### src/rtl/tick_timer_pkg.sv
package tick_timer_pkg;
    localparam int DATA_W   = 32;
    localparam int OFF_CTL  = 'h10;
    localparam int OFF_RLD  = 'h14;
    localparam int OFF_CUR  = 'h18;
    localparam int B_EN     = 0;
    localparam int B_INTEN  = 1;
    localparam int B_CLKSEL = 2;
    localparam int B_FLAG   = 16;

    typedef enum logic [1:0] {
        ST_OFF  = 2'd0,
        ST_LOAD = 2'd1,
        ST_DOWN = 2'd2
    } tick_state_e;
endpackage

### src/rtl/tick_timer_regs.sv
module tick_timer_regs
    import tick_timer_pkg::*;
#(
    parameter int ADDR_W      = 8,
    parameter int CNT_W       = 24,
    parameter bit HAS_EXT_REF = 1'b1
) (
    input  logic              clk,
    input  logic              rst_n,
    input  logic [ADDR_W-1:0] addr,
    input  logic              wr_en,
    input  logic [DATA_W-1:0] wdata,
    input  logic              rd_en,
    input  logic [CNT_W-1:0]  cur,
    input  logic              cnt_flag,
    output logic [DATA_W-1:0] rdata,
    output logic              en,
    output logic              inten,
    output logic              use_core,
    output logic [CNT_W-1:0]  reload,
    output logic              wr_cur,
    output logic              rd_stat
);
    logic              sel_ctl, sel_rld, sel_cur;
    logic [DATA_W-1:0] rd_mux;

    assign sel_ctl = (addr == ADDR_W'(OFF_CTL));
    assign sel_rld = (addr == ADDR_W'(OFF_RLD));
    assign sel_cur = (addr == ADDR_W'(OFF_CUR));
    assign wr_cur  = wr_en && sel_cur;
    assign rd_stat = rd_en && sel_ctl;

    always_ff @(posedge clk) begin
        if (!rst_n) begin
            en     <= 1'b0;
            inten  <= 1'b0;
            reload <= '0;
        end else if (wr_en) begin
            if (sel_ctl) begin
                en    <= wdata[B_EN];
                inten <= wdata[B_INTEN];
            end
            if (sel_rld) reload <= wdata[CNT_W-1:0];
        end
    end

    generate
        if (HAS_EXT_REF) begin : g_sel
            logic sel_q;
            always_ff @(posedge clk) begin
                if (!rst_n)                sel_q <= 1'b0;
                else if (wr_en && sel_ctl) sel_q <= wdata[B_CLKSEL];
            end
            assign use_core = sel_q;
        end else begin : g_nosel
            assign use_core = 1'b1;
        end
    endgenerate

    always_comb begin
        rd_mux = '0;
        if (sel_ctl) begin
            rd_mux[B_EN]     = en;
            rd_mux[B_INTEN]  = inten;
            rd_mux[B_CLKSEL] = use_core;
            rd_mux[B_FLAG]   = cnt_flag;
        end else if (sel_rld) begin
            rd_mux[CNT_W-1:0] = reload;
        end else if (sel_cur) begin
            rd_mux[CNT_W-1:0] = cur;
        end
    end

    always_ff @(posedge clk) begin
        if (!rst_n)     rdata <= '0;
        else if (rd_en) rdata <= rd_mux;
    end

    // reload and current readbacks never carry bits above the counter width
    a_r2_upper_zero: assert property (@(posedge clk) disable iff (!rst_n)
        (rd_en && !sel_ctl) |=> (rdata[DATA_W-1:CNT_W] == '0));
endmodule

### src/rtl/tick_timer_core.sv
module tick_timer_core
    import tick_timer_pkg::*;
#(
    parameter int CNT_W = 24
) (
    input  logic             clk,
    input  logic             rst_n,
    input  logic             en,
    input  logic             inten,
    input  logic             use_core,
    input  logic             ext_tick,
    input  logic [CNT_W-1:0] reload,
    input  logic             wr_cur,
    input  logic             rd_stat,
    output logic [CNT_W-1:0] cur,
    output logic             cnt_flag,
    output logic             irq
);
    tick_state_e state, nxt;
    logic        tick, at_one, wrap;

    assign tick   = en && (state != ST_OFF) && (use_core || ext_tick);
    assign at_one = (cur == CNT_W'(1));
    assign wrap   = tick && (state == ST_DOWN) && at_one && !wr_cur;

    always_comb begin
        nxt = state;
        unique case (state)
            ST_OFF:  if (en) nxt = (cur == '0) ? ST_LOAD : ST_DOWN;
            ST_LOAD: if (!en) nxt = ST_OFF;
                     else if (tick && reload != '0) nxt = ST_DOWN;
            ST_DOWN: if (!en) nxt = ST_OFF;
                     else if (tick && at_one) nxt = ST_LOAD;
            default: nxt = ST_OFF;
        endcase
        if (wr_cur) nxt = en ? ST_LOAD : ST_OFF;
    end

    always_ff @(posedge clk) begin
        if (!rst_n) state <= ST_OFF;
        else        state <= nxt;
    end

    always_ff @(posedge clk) begin
        if (!rst_n) begin
            cur      <= '0;
            cnt_flag <= 1'b0;
            irq      <= 1'b0;
        end else begin
            irq <= wrap && inten;
            if (wr_cur)                       cur <= '0;
            else if (tick && state == ST_LOAD) cur <= reload;
            else if (tick && state == ST_DOWN) cur <= cur - CNT_W'(1);
            if (wr_cur)       cnt_flag <= 1'b0;
            else if (wrap)    cnt_flag <= 1'b1;
            else if (rd_stat) cnt_flag <= 1'b0;
        end
    end

    // the load state is only ever occupied with the counter at zero
    a_r4_load_at_zero: assert property (@(posedge clk) disable iff (!rst_n)
        (state == ST_LOAD) |-> (cur == '0));
    // the down state never holds a zero count
    a_r3_down_nonzero: assert property (@(posedge clk) disable iff (!rst_n)
        (state == ST_DOWN) |-> (cur != '0));
    // a request pulse lasts one cycle and coincides with a set flag at zero
    a_r8_irq_pulse: assert property (@(posedge clk) disable iff (!rst_n)
        irq |-> (cur == '0 && cnt_flag) ##1 !irq);
    // a software clear leaves zero, no flag and no request
    a_r7_clear: assert property (@(posedge clk) disable iff (!rst_n)
        wr_cur |=> (cur == '0 && !cnt_flag && !irq));
    // a disabled counter keeps its value unless software clears it
    a_r11_frozen: assert property (@(posedge clk) disable iff (!rst_n)
        (!en && state == ST_OFF && !wr_cur) |=> $stable(cur));
endmodule

### src/rtl/tick_timer.sv
module tick_timer
    import tick_timer_pkg::*;
#(
    parameter int ADDR_W      = 8,
    parameter int CNT_W       = 24,
    parameter bit HAS_EXT_REF = 1'b1
) (
    input  logic              clk,
    input  logic              rst_n,
    input  logic [ADDR_W-1:0] addr,
    input  logic              wr_en,
    input  logic [31:0]       wdata,
    input  logic              rd_en,
    output logic [31:0]       rdata,
    input  logic              ext_tick,
    output logic              irq
);
    logic             en, inten, use_core, wr_cur, rd_stat, cnt_flag;
    logic [CNT_W-1:0] reload, cur;

    tick_timer_regs #(.ADDR_W(ADDR_W), .CNT_W(CNT_W), .HAS_EXT_REF(HAS_EXT_REF)) u_regs (
        .clk(clk), .rst_n(rst_n), .addr(addr), .wr_en(wr_en), .wdata(wdata),
        .rd_en(rd_en), .cur(cur), .cnt_flag(cnt_flag), .rdata(rdata), .en(en),
        .inten(inten), .use_core(use_core), .reload(reload), .wr_cur(wr_cur),
        .rd_stat(rd_stat)
    );

    tick_timer_core #(.CNT_W(CNT_W)) u_core (
        .clk(clk), .rst_n(rst_n), .en(en), .inten(inten), .use_core(use_core),
        .ext_tick(ext_tick), .reload(reload), .wr_cur(wr_cur), .rd_stat(rd_stat),
        .cur(cur), .cnt_flag(cnt_flag), .irq(irq)
    );
endmodule

### config.mk
export PLATFORM = sky130hd
export DESIGN_NAME = tick_timer
export DESIGN_NICKNAME = d
export VERILOG_FILES = /design/src/rtl/tick_timer_pkg.sv /design/src/rtl/tick_timer_regs.sv /design/src/rtl/tick_timer_core.sv /design/src/rtl/tick_timer.sv
export SDC_FILE = /design/constraint.sdc
export NUM_CORES = 1
export LEC_CHECK = 0
export BUFFER_PORTS_ARGS = -buffer_cell sky130_fd_sc_hd__buf_2
export CAP_MARGIN = 20
export CORE_UTILIZATION = 55
export DETAILED_ROUTE_END_ITERATION = 10
export GPL_TIMING_DRIVEN = 0
export PLACE_DENSITY = 0.76
export REMOVE_ABC_BUFFERS = 1
export SYNTH_ARGS = -nofsm -noshare
export SYNTH_HDL_FRONTEND = slang
export SYNTH_SLANG_ARGS = --single-unit
### constraint.sdc
create_clock -name clk -period 2.3 [get_ports clk]
set_input_delay 0.115 -clock clk [delete_from_list [all_inputs] [get_ports clk]]
set_output_delay 0.115 -clock clk [all_outputs]
set_load 0.01 [all_outputs]
==> metrics.md, run 1 <==
| Metric | Value |
|---|---|
| Row cnt | 30 |
| Status | completed |
| Drt total wl | roughly 10 mm |
| Reg2Reg Launch Point | u_regs.en$_SDFFE_PN0P_ |
| Fraction of layout cells with a size suffix above 1 | 0.188 |
| Sequential element share of the synthesized area | 0.410 |
| Multiplexer area fraction after synthesis | 0.0104 |
| DP Area | between 4000 and 5000 um^2 |
| Final GP Congestion | between 0.9 and 1 |
| H-tree Lvls | 3 |
| Max Slew Vio Count | 0 |
| Fillers | 590 |
| Buffer depth of the longest clock path | 2 |
| Pwr Total | roughly 2.6 mW |
| Placed Cells | a little under 600 |
| Critical path class | reg -> reg |
| Hold Violations, Final | 0 |
| CTS Buf Count | 9 |
| Clock sinks | between 70 and 80 |
| Worst Setup Start Kind | flop |
| Most common cell after layout, fill and taps aside | nand2_1 |
| Slew @ Worst Pin | 993 ps |
| Clock slew at reported path FFs | around 80 ps |
| WHS Endpoint | u_regs.reload[18]$_SDFFE_PN0P_ |
| Max Cap Viol | 0 |
| Hold Path Stages | 3 |
| Number of synthesized register bits | between 70 and 80 |
| Number of synthesized flops with an enable pin | 0 |
| Final ANT Viol Nets | 0 |
| FF-to-FF End | u_core.cur[21]$_SDFFE_PP0P_ |
| Die Ht | ~86 um |
| Peak VDD IR | just over 0.3 mV |
| GR Util All Layers | 0.282 |
| Area grow syn2layout | 16.4% |
| CP max FO | 8 |
| Post-DR vias/cell | between 5 and 6 |
| Post-Synth Simple-Gate Area | 0.253 |
| Post-Layout Cell Count | approximately 630 |
| DR iter-0 viols | a little over 300 |
| CTS tree | built |
| Path type of the worst min-delay path | in -> reg |
| Power per cell area | roughly 570 nW/um^2 |
| Die X | roughly 86 um |
| Synth Area in Adders | 0.00973 |
| Layout Nets | approximately 570 |
| Largest net degree at the start of global routing | 38 |
| Initial Util | 0.568 |
| Worst Min Path Start | wdata[18] |
| Final setup violation count | 0 |
| Core area | slightly below 7000 um^2 |
| Async SR Flop Fraction | 0 |
| WHS | 5.27 ps |
| I/O Pins | between 70 and 80 |
| Leakage power total | between 1.5 and 2 nW |
| Reg2Reg Setup Slack | ~170 ps |
| Skew-Pair Late Insertion Delay | about 350 ps |
| Final min period | ~2100 ps |
| Post-Syn Instances | 465 |
| Vias in the first global route | 3417 |
| DRC violations left | 0 |
| N_diodes | 0 |
| Slew HR | 0.335 |
| Antenna violations before repair | 0 |
| Worst Skew | between 6 and 7 ps |
| Distinct cells, synth | between 50 and 60 |
| Area of the mapped netlist | a little under 4000 um^2 |
| Required @ worst endpoint | between 2000 and 3000 ps |
| Xor/xnor share of the synthesized area | 0 |
| Worst-case reg-to-reg path depth | 5 |
| Commonest cells after routing, fill and taps aside | nand2_1 (94), dfxtp_1 (79), buf_2 (61), nor2_1 (24) |
| Critical path endpoint category | flop |
| TritonRoute pass-1 iters | 5 |
| Main combinational cell family by area after synthesis | simple AND/OR/NAND/NOR gates |
| Die area | about 7400 um^2 |
| Top_reg_cell synth | dfxtp_1 |
| Routed wire per std cell | 16.2 um |
| HPWL after DPL | between 6 and 7 mm |
| Setup TNS | 0 ps |
| Fmax | approximately 470 MHz |
| Avg Inst Size Synth | 8.30 um^2 |
| Compound-Gate Fraction of Synth Area | 0.250 |
| IO Port Bufs | between 60 and 70 |
| Final Cycle Share | 0.928 |
| Global-route wire length before repair | 16.3 mm |
| WP data arrival | between 2000 and 2500 ps |
| YS warnings | 0 |
| Root Driver | clkbuf_8 |
| Post-route cell area | 4490 um^2 |
| Via count of the routed design | between 3000 and 4000 |
| Grt ovf | 0 |
## area by class of cell
| type | count | area [um^2] | area share |
|---|---|---|---|
| tap | 96 | 120 | 0.0267 |
| timing repair buffer | 78 | 475 | 0.106 |
| clock buffer | 13 | 169 | 0.0376 |
| sequential | 79 | 1580 | 0.352 |
| clock inverter | 3 | 40.0 | 0.00892 |
| inverter | 9 | 33.8 | 0.00752 |
| multi-input combinational | 349 | 2070 | 0.461 |
## registers in the layout (all words and copies together) (netlist names)
register	cells
u_core.state	2
u_regs.reload	24
u_core.cnt_flag	1
u_core.cur	24
u_regs.en	1
u_core.irq	1
u_regs.rdata	24
u_regs.use_core	1
u_regs.inten	1
## metal layers
metal,track usage,share of wire
met1,0.362,0.44
met2,0.467,0.47
met3,0.0318,0.066
met4,0.148,0.021
met5,0,0
## cells in the mapped netlist, drive strengths merged (3+ instances only)
cell | n | area, um^2
or3 | 8 | 56.3
o21ai | 25 | 125
nor4 | 14 | 121
a221oi | 3 | 26.3
nand3 | 11 | 55.1
buf | 19 | 136
mux2i | 4 | 40.0
a21oi | 23 | 115
dfxtp | 79 | 1580
inv | 9 | 33.8
nor4b | 3 | 56.3
clkbuf | 17 | 86.3
nor2 | 24 | 90.1
ha | 3 | 37.5
a21boi | 27 | 203
o22ai | 4 | 25.0
and2 | 8 | 50.1
a31oi | 6 | 37.5
o211ai | 10 | 75.1
nand2b | 3 | 18.8
nand4 | 5 | 31.3
a22oi | 23 | 173
o21a | 4 | 30.0
nand2 | 95 | 357
or4 | 3 | 28.8
o311ai | 5 | 43.8
nor3 | 8 | 45.0
## worst max path at each step
stage                     slack [ps]  depth (start not counted)                         start                              to
after floorplan                   40                          5                       addr[1]  u_regs.reload[23]$_SDFFE_PN0P_
after global placement          -920                          6                       addr[1]  u_regs.reload[23]$_SDFFE_PN0P_
after detailed placement        -670                          7                       addr[1]  u_regs.reload[23]$_SDFFE_PN0P_
after CTS                         30                          7                       addr[1]  u_regs.reload[23]$_SDFFE_PN0P_
after global routing              -9                          5  u_regs.use_core$_SDFFE_PN0P_     u_core.cur[21]$_SDFFE_PP0P_
final                            170                          5        u_regs.en$_SDFFE_PN0P_     u_core.cur[21]$_SDFFE_PP0P_
## metrics by stage
step	worst slack, ps	util
finish	166	0.661
global route	-8.62	0.661
CTS	33.6	0.658
detailed placement	-674	0.606
global placement	-918	0.602
floorplan	39.6	-
## logic make-up after synthesis
group,count (synthesis)
AOI/OAI and AO/OA,142
DFF,79
and+or+nand+nor,191
adders and majority gates,3
other,1
buffers and inverters,45
muxes,4
## worst max-delay path: stages, from the launching register on
cell	delay [ps]
dfxtp_1	420
o21ai_1	300
nor4_2	470
nand2_1	280
o311a_1	350
a311oi_1	230
## report_power, final
group          switching [mW]  internal (mW)  leakage [nW]
Sequential           0.000745           1.37         0.636
Combinational          0.0660         0.0534         0.893
Clock                   0.485          0.587         0.109
Total                   0.552           2.01          1.64
## timing repair
item | 4_1_cts | 5_1_grt
endpoints found under the setup margin | 24 | 28
hold buffers | 14 | 0
buffers inserted | 0 | 1
cloned | 0 | 1
hold endpoints to repair | 14 | 0
pin swaps | 0 | 2
gates resized for setup | 2 | 1
(Power assumes the default switching activity.)
==> inputs of run 2 (changes only) <==
ABC_AREA = 1   (was default)
CORE_UTILIZATION = 56   (was 55)
SLEW_MARGIN = 15   (was default)
clock period = 2.2 ns   (was 2.3 ns; I/O delays follow)
==> metrics.md, run 2 <==
| Metric | Value |
|---|---|
| Status | completed (unchanged) |
| Final GP Congestion | 0.907 (was 0.911) |
| Routed wire per std cell | 14.6 um (was 16.2 um) |
| N_diodes | 0 (unchanged) |
| Critical path endpoint category | flop (unchanged) |
| IO Port Bufs | 61 (unchanged) |
| Reg2Reg Launch Point | u_regs.use_core$_SDFFE_PN0P_ (was u_regs.en$_SDFFE_PN0P_) |
| Worst Min Path Start | wdata[0] (was wdata[18]) |
| Path type of the worst min-delay path | in -> reg (unchanged) |
| FF-to-FF End | u_core.cur[17]$_SDFFE_PP0P_ (was u_core.cur[21]$_SDFFE_PP0P_) |
| Hold Path Stages | 3 (unchanged) |
| Synth area leader | dfxtp_1 (unchanged) |
| Skew-Pair Late Insertion Delay | 360 ps (was 350 ps) |
| Hold_buf cts | 0 (was 14) |
| Root Driver | clkbuf_8 (unchanged) |
| Clock sinks | 79 (unchanged) |
| Share of the synthesized area in the top cell type | 0.370 (was 0.410) |
| Xor/xnor share of the synthesized area | 0.0266 (was 0) |
| Power per cell area | 605 nW/um^2 (was 570 nW/um^2) |
| Drt total wl | 11.5 mm (was 10.2 mm) |
| Worst Setup Start Kind | flop (unchanged) |
| CTS tree | built (unchanged) |
| Async SR Flop Fraction | 0 (unchanged) |
| Most common cell in the netlist | nand2_1 (unchanged) |
| Area of the mapped netlist | 4280 um^2 (was 3860 um^2) |
| Main combinational cell family by area after synthesis | simple AND/OR/NAND/NOR gates (unchanged) |
| Fraction of layout cells with a size suffix above 1 | 0.184 (was 0.188) |
| Sequential element share of the synthesized area | 0.370 (was 0.410) |
| Number of synthesized register bits | 79 (unchanged) |
| Via count of the routed design | 4317 (was 3736) |
| Peak VDD IR | 0.482 mV (was 0.305 mV) |
| Clock slew at reported path FFs | 90 ps (was 80 ps) |
| Slew @ Worst Pin | 717 ps (was 993 ps) |
| YS warnings | 0 (unchanged) |
| Die X | 89.4 um (was 85.8 um) |
| Number of synthesized flops with an enable pin | 0 (unchanged) |
| Post-Synth Simple-Gate Area | 0.296 (was 0.253) |
| CTS Buf Count | 9 (unchanged) |
| Final setup violation count | 0 (unchanged) |
| Synth cell count leaders | nand2_1 (168), dfxtp_1 (79), a21oi_1 (64), inv_1 (63), nor2_1 (58) (was nand2_1 (95), dfxtp_1 (79), nor2_1 (24), a21oi_1 (23), a22oi_1 (23)) |
| GR Util All Layers | 0.292 (was 0.282) |
| Post-Syn Instances | 630 (was 465) |
| Top Registers | u_core.cur: 24 flops, u_regs.rdata: 24 flops, u_regs.reload: 24 flops (unchanged) |
| Critical path class | reg -> reg (unchanged) |
| Buffer depth of the longest clock path | 2 (unchanged) |
| Synth Area in Adders | 0.00877 (was 0.00973) |
| Slew HR | 0.521 (was 0.335) |
| Final ANT Viol Nets | 0 (unchanged) |
| WHS Endpoint | u_regs.en$_SDFFE_PN0P_ (was u_regs.reload[18]$_SDFFE_PN0P_) |
| Row cnt | 31 (was 30) |
| Max Cap Viol | 0 (unchanged) |
| Post-DR vias/cell | 5.50 (was 5.96) |
| Grt ovf | 0 (unchanged) |
| Setup slack at placement | -636 ps (was -674 ps) |
| Leakage power total | 2.06 nW (was 1.64 nW) |
| CP max FO | 15 (was 8) |
| Worst Skew | 11.1 ps (was 6.17 ps) |
| Vias in the first global route | 3690 (was 3417) |
| Register area | 1580 um^2 (unchanged) |
| Multiplexer area fraction after synthesis | 0 (was 0.0104) |
| Area occupied by multi-input gates | 2220 um^2 (was 2070 um^2) |
| Layout Nets | 729 (was 574) |
| Compound-Gate Fraction of Synth Area | 0.178 (was 0.250) |
| Fmax | 492 MHz (was 469 MHz) |
| HPWL after DPL | 8.19 mm (was 6.61 mm) |
| RSZ-0062 raised after global routing | false |
| Die Ht | 89.4 um (was 85.8 um) |
| Initial Util | 0.584 (was 0.568) |
| Antenna violations before repair | 0 (unchanged) |
| Max Slew Vio Count | 0 (unchanged) |
| Die area | 8000 um^2 (was 7350 um^2) |
| Hold Violations, Final | 0 (unchanged) |
| Avg Inst Size Synth | 6.79 um^2 (was 8.30 um^2) |
| Distinct cells, synth | 38 (was 58) |
| Top_reg_cell synth | dfxtp_1 (unchanged) |
| Commonest cells after routing, fill and taps aside | nand2_1 (167), dfxtp_1 (79), a21oi_1 (64), inv_1 (63), buf_2 (61) (was nand2_1 (94), dfxtp_1 (79), buf_2 (61), nor2_1 (24)) |
| Final Cycle Share | 0.923 (was 0.928) |
| I/O Pins | 78 (unchanged) |
| WP data arrival | 2320 ps (was 2400 ps) |
| DR iter-0 viols | 346 (was 307) |
| TritonRoute pass-1 iters | 5 (unchanged) |
| Top post-synthesis cells by area | dfxtp_1 (37%), nand2_1 (15%), a21oi_1 (7.5%) (was dfxtp_1 (41%), nand2_1 (9.2%), a22oi_1 (4.5%)) |
| DRC violations left | 0 (unchanged) |
| Largest net degree at the start of global routing | 39 (was 38) |
| Area grow syn2layout | 12.7% (was 16.4%) |
| Final min period | 2030 ps (was 2130 ps) |
| H-tree Lvls | 3 (unchanged) |
| Most common cell after layout, fill and taps aside | nand2_1 (unchanged) |
| Fillers | 666 (was 590) |
| Required @ worst endpoint | 2490 ps (was 2570 ps) |
| Reg2Reg Setup Slack | 170 ps (about the same) |
| Global-route wire length before repair | 17.4 mm (was 16.3 mm) |
| Fin util | 0.658 (was 0.661) |
| Fin worst setup slack | 168 ps (was 166 ps) |
| Worst-case reg-to-reg path depth | 9 (was 5) |
| Core area | 7330 um^2 (was 6790 um^2) |
## run 2: timing repair
| action | 4_1_cts | 5_1_grt |
|---|---|---|
| buffers inserted | 0 | 5 |
| endpoints found under the setup margin | 45 | 10 |
| hold endpoints to repair | 0 | 0 |
| gates resized for setup | 4 | 2 |
| pin swaps | 0 | 1 |
## run 2: cell families (layout without fill, tap and decap cells)
logic type      Yosys count  count (layout)
flops                    79              79
fa+ha+maj                 3               3
buf+inv                 104             153
other cells               1               8
simple gates            295             295
xor+xnor                 13              13
compound gates          135             135
## run 2: worst max path at each step
stage | start | to | slack [ps] | cells after the start
2_1_floorplan | addr[5] | u_regs.reload[11]$_SDFFE_PN0P_ | -250 | 5
3_3_place_gp | addr[5] | u_regs.reload[8]$_SDFFE_PN0P_ | -1120 | 6
3_5_place_dp | addr[5] | u_regs.reload[8]$_SDFFE_PN0P_ | -640 | 6
4_1_cts | u_regs.use_core$_SDFFE_PN0P_ | u_core.cur[17]$_SDFFE_PP0P_ | 6 | 9
5_1_grt | u_regs.use_core$_SDFFE_PN0P_ | u_core.cur[12]$_SDFFE_PP0P_ | 20 | 9
6_report | u_regs.use_core$_SDFFE_PN0P_ | u_core.cur[17]$_SDFFE_PP0P_ | 170 | 9
## run 2: final cells by class
type / count / area share
Clock buffer: 10 / 0.0285
Sequential cell: 79 / 0.328
Multi-Input combinational cell: 454 / 0.461
Clock inverter: 6 / 0.0241
Timing Repair Buffer: 68 / 0.0783
Inverter: 69 / 0.0545
Tap cell: 99 / 0.0257
## run 2: critical path, cell delays in order, from the launching register on
cell and delay [ps]:
dfxtp_1 340, nor2_1 280, inv_1 120, nand2_2 280, inv_4 150, nor2_4 250
inv_2 170, o22ai_1 150, inv_1 60, a21oi_1 130
## run 2: where the power goes
group	leakage, nW	switching (mW)	internal, mW
clock	0.127	0.577	0.793
combinational	1.29	0.0798	0.0387
sequential	0.636	0.000969	1.43
total	2.06	0.658	2.26
## run 2: metal layers
| metal | vias up | share of wire | GRT usage |
|---|---|---|---|
| met5 | - | 0 | 0 |
| met2 | 170 | 0.49 | 0.491 |
| met4 | 0 | 0.040 | 0.149 |
| met3 | 38 | 0.052 | 0.0526 |
| met1 | 1994 | 0.42 | 0.357 |
| li1 | 2115 | - | - |
## run 2: stage by stage
stage / instance area [um^2] / hold slack, ps / TNS, ps / total power [mW] / std cells
after floorplan: 4050 / 248 / -5000 / 1.51 / 602
after global placement: 4480 / 377 / -36990 / 1.57 / 762
after detailed placement: 4480 / 389 / -19840 / 1.57 / 762
after CTS: 4750 / 3.25 / 0 / 2.92 / 778
after global routing: 4820 / 6.03 / 0 / 2.98 / 785
final: 4820 / 10.9 / 0 / 2.92 / 785
==> inputs of run 3 (changes only) <==
PLACE_DENSITY = default   (was 0.76)
PLACE_DENSITY_LB_ADDON = 0.05   (was default)
==> metrics.md, run 3 (synthesis gave the netlist of run 2 again) <==
| Metric | Value |
|---|---|
| Slew @ Worst Pin | 696 ps (was 717 ps) |
| Die area | 8000 um^2 (unchanged) |
| Initial Util | 0.584 (unchanged) |
| CP max FO | 15 (unchanged) |
| IO Port Bufs | 61 (unchanged) |
| Clock sinks | 79 (unchanged) |
| TritonRoute pass-1 iters | 5 (unchanged) |
| GR Util All Layers | 0.297 (was 0.292) |
| I/O Pins | 78 (unchanged) |
| Antenna violations before repair | 0 (unchanged) |
| Path type of the worst min-delay path | in -> reg (unchanged) |
| Row cnt | 31 (unchanged) |
| Worst Setup Start Kind | flop (unchanged) |
| Final ANT Viol Nets | 0 (unchanged) |
| Fin worst setup slack | 157 ps (was 168 ps) |
| Die X | 89.4 um (unchanged) |
| Top Registers | u_core.cur: 24 flops, u_regs.rdata: 24 flops, u_regs.reload: 24 flops (unchanged) |
| Largest net degree at the start of global routing | 38 (was 39) |
| Buffer depth of the longest clock path | 2 (unchanged) |
| Slew HR | 0.535 (was 0.521) |
| Fin util | 0.651 (was 0.658) |
| Root Driver | clkbuf_8 (unchanged) |
| DR iter-0 viols | 341 (was 346) |
| Skew-Pair Late Insertion Delay | 360 ps (about the same) |
| Final setup violation count | 0 (unchanged) |
| Drt total wl | 11.3 mm (was 11.5 mm) |
| Fraction of layout cells with a size suffix above 1 | 0.177 (was 0.184) |
| Peak VDD IR | 0.316 mV (was 0.482 mV) |
| Core area | 7330 um^2 (unchanged) |
| CTS tree | built (unchanged) |
| Vias in the first global route | 3706 (was 3690) |
| CTS Buf Count | 9 (unchanged) |
| Grt ovf | 0 (unchanged) |
| Routed wire per std cell | 14.5 um (was 14.6 um) |
| Critical path class | reg -> reg (unchanged) |
| Fmax | 489 MHz (was 492 MHz) |
| Power per cell area | 588 nW/um^2 (was 605 nW/um^2) |
| Critical path endpoint category | flop (unchanged) |
| N_diodes | 0 (unchanged) |
| HPWL after DPL | 8.20 mm (was 8.19 mm) |
| Pwr Total | 2.81 mW (was 2.92 mW) |
| Global-route wire length before repair | 17.6 mm (was 17.4 mm) |
| Placed Cells | 763 (was 762) |
| Post-DR vias/cell | 5.38 (was 5.50) |
| Die Ht | 89.4 um (unchanged) |
| Area grow syn2layout | 11.6% (was 12.7%) |
| Hold Violations, Final | 0 (unchanged) |
| Clock slew at reported path FFs | 80 ps (was 90 ps) |
| Final Cycle Share | 0.929 (was 0.923) |
| WP data arrival | 2300 ps (was 2320 ps) |
| Post-Layout Cell Count | 781 (was 785) |
| Final min period | 2040 ps (was 2030 ps) |
| Required @ worst endpoint | 2450 ps (was 2490 ps) |
| Fillers | 693 (was 666) |
| Commonest cells after routing, fill and taps aside | nand2_1 (167), dfxtp_1 (79), a21oi_1 (64), inv_1 (63), buf_2 (61) (unchanged) |
| H-tree Lvls | 3 (unchanged) |
| Setup slack at placement | -605 ps (was -636 ps) |
| Max Slew Vio Count | 0 (unchanged) |
| Worst Skew | 13.8 ps (was 11.1 ps) |
| RSZ-0062 raised after global routing | false (unchanged) |
| Most common cell after layout, fill and taps aside | nand2_1 (unchanged) |
| Status | completed (unchanged) |
| Leakage power total | 2.03 nW (was 2.06 nW) |
| Final GP Congestion | 0.915 (was 0.907) |
| Max Cap Viol | 0 (unchanged) |
| Via count of the routed design | 4205 (was 4317) |
| Layout Nets | 725 (was 729) |
| DRC violations left | 0 (unchanged) |
## run 3: layer usage
metal  wire [um]  up-vias  GRT usage  share of wire
li1            -     2113          -              -
met1        4580     1914      0.348           0.40
met2        5690      149      0.528           0.50
met3         716       29     0.0499          0.063
met4         354        0      0.140          0.031
met5           0        -          0              0
## run 3: cell type report
class                      instances  area [um^2]  area share
multi-input combinational        454         2230       0.467
sequential                        79         1580       0.331
timing repair buffer              64          348      0.0728
inverter                          69          260      0.0545
clock buffer                      11          141      0.0296
tap                               99          124      0.0259
clock inverter                     5         88.8      0.0186
## run 3: through the flow
| stage | hold WS [ps] | TNS (ps) | instance area, um^2 |
|---|---|---|---|
| after global placement | 378 | -38660 | 4480 |
| after CTS | 2.97 | 0 | 4770 |
| after floorplan | 248 | -5000 | 4050 |
| after global routing | 9.00 | 0 | 4780 |
| final | 13.2 | 0 | 4780 |
| after detailed placement | 381 | -17760 | 4510 |
## run 3: worst paths after layout
path                                               startpoint  cells after the start  slack, ps                            end
worst max register to register         u_regs.en$_SDFFE_PN0P_                     10        160     u_core.cur[2]$_SDFFE_PP0P_
worst min-delay path                                 wdata[0]                      3         10         u_regs.en$_SDFFE_PN0P_
worst max-delay path                   u_regs.en$_SDFFE_PN0P_                     10        160     u_core.cur[2]$_SDFFE_PP0P_
worst min register to register  u_regs.rdata[19]$_SDFFE_PN0P_                      2        470  u_regs.rdata[19]$_SDFFE_PN0P_
## run 3: worst max-delay path: stages, from the launching register on
cell	delay [ps]
dfxtp_1	480
nand2_1	80
nor2_1	200
nand2_2	250
inv_2	310
nor2_4	90
buf_4	170
o21ai_0	150
o211ai_1	110
nand2_1	70
inv_1	40
## run 3: what timing repair did
action | 4_1_cts | 5_1_grt
setup endpoints to repair | 42 | 13
resized for setup | 4 | 1
hold buffers | 0 | 0
pin swaps | 1 | 0
buffers inserted | 2 | 0
## run 3: power by group
group          total, mW  leakage (nW)  switching [mW]  internal [mW]
Combinational      0.118          1.28          0.0794         0.0386
Sequential          1.43         0.636        0.000943           1.43
Clock               1.26         0.116           0.574          0.685
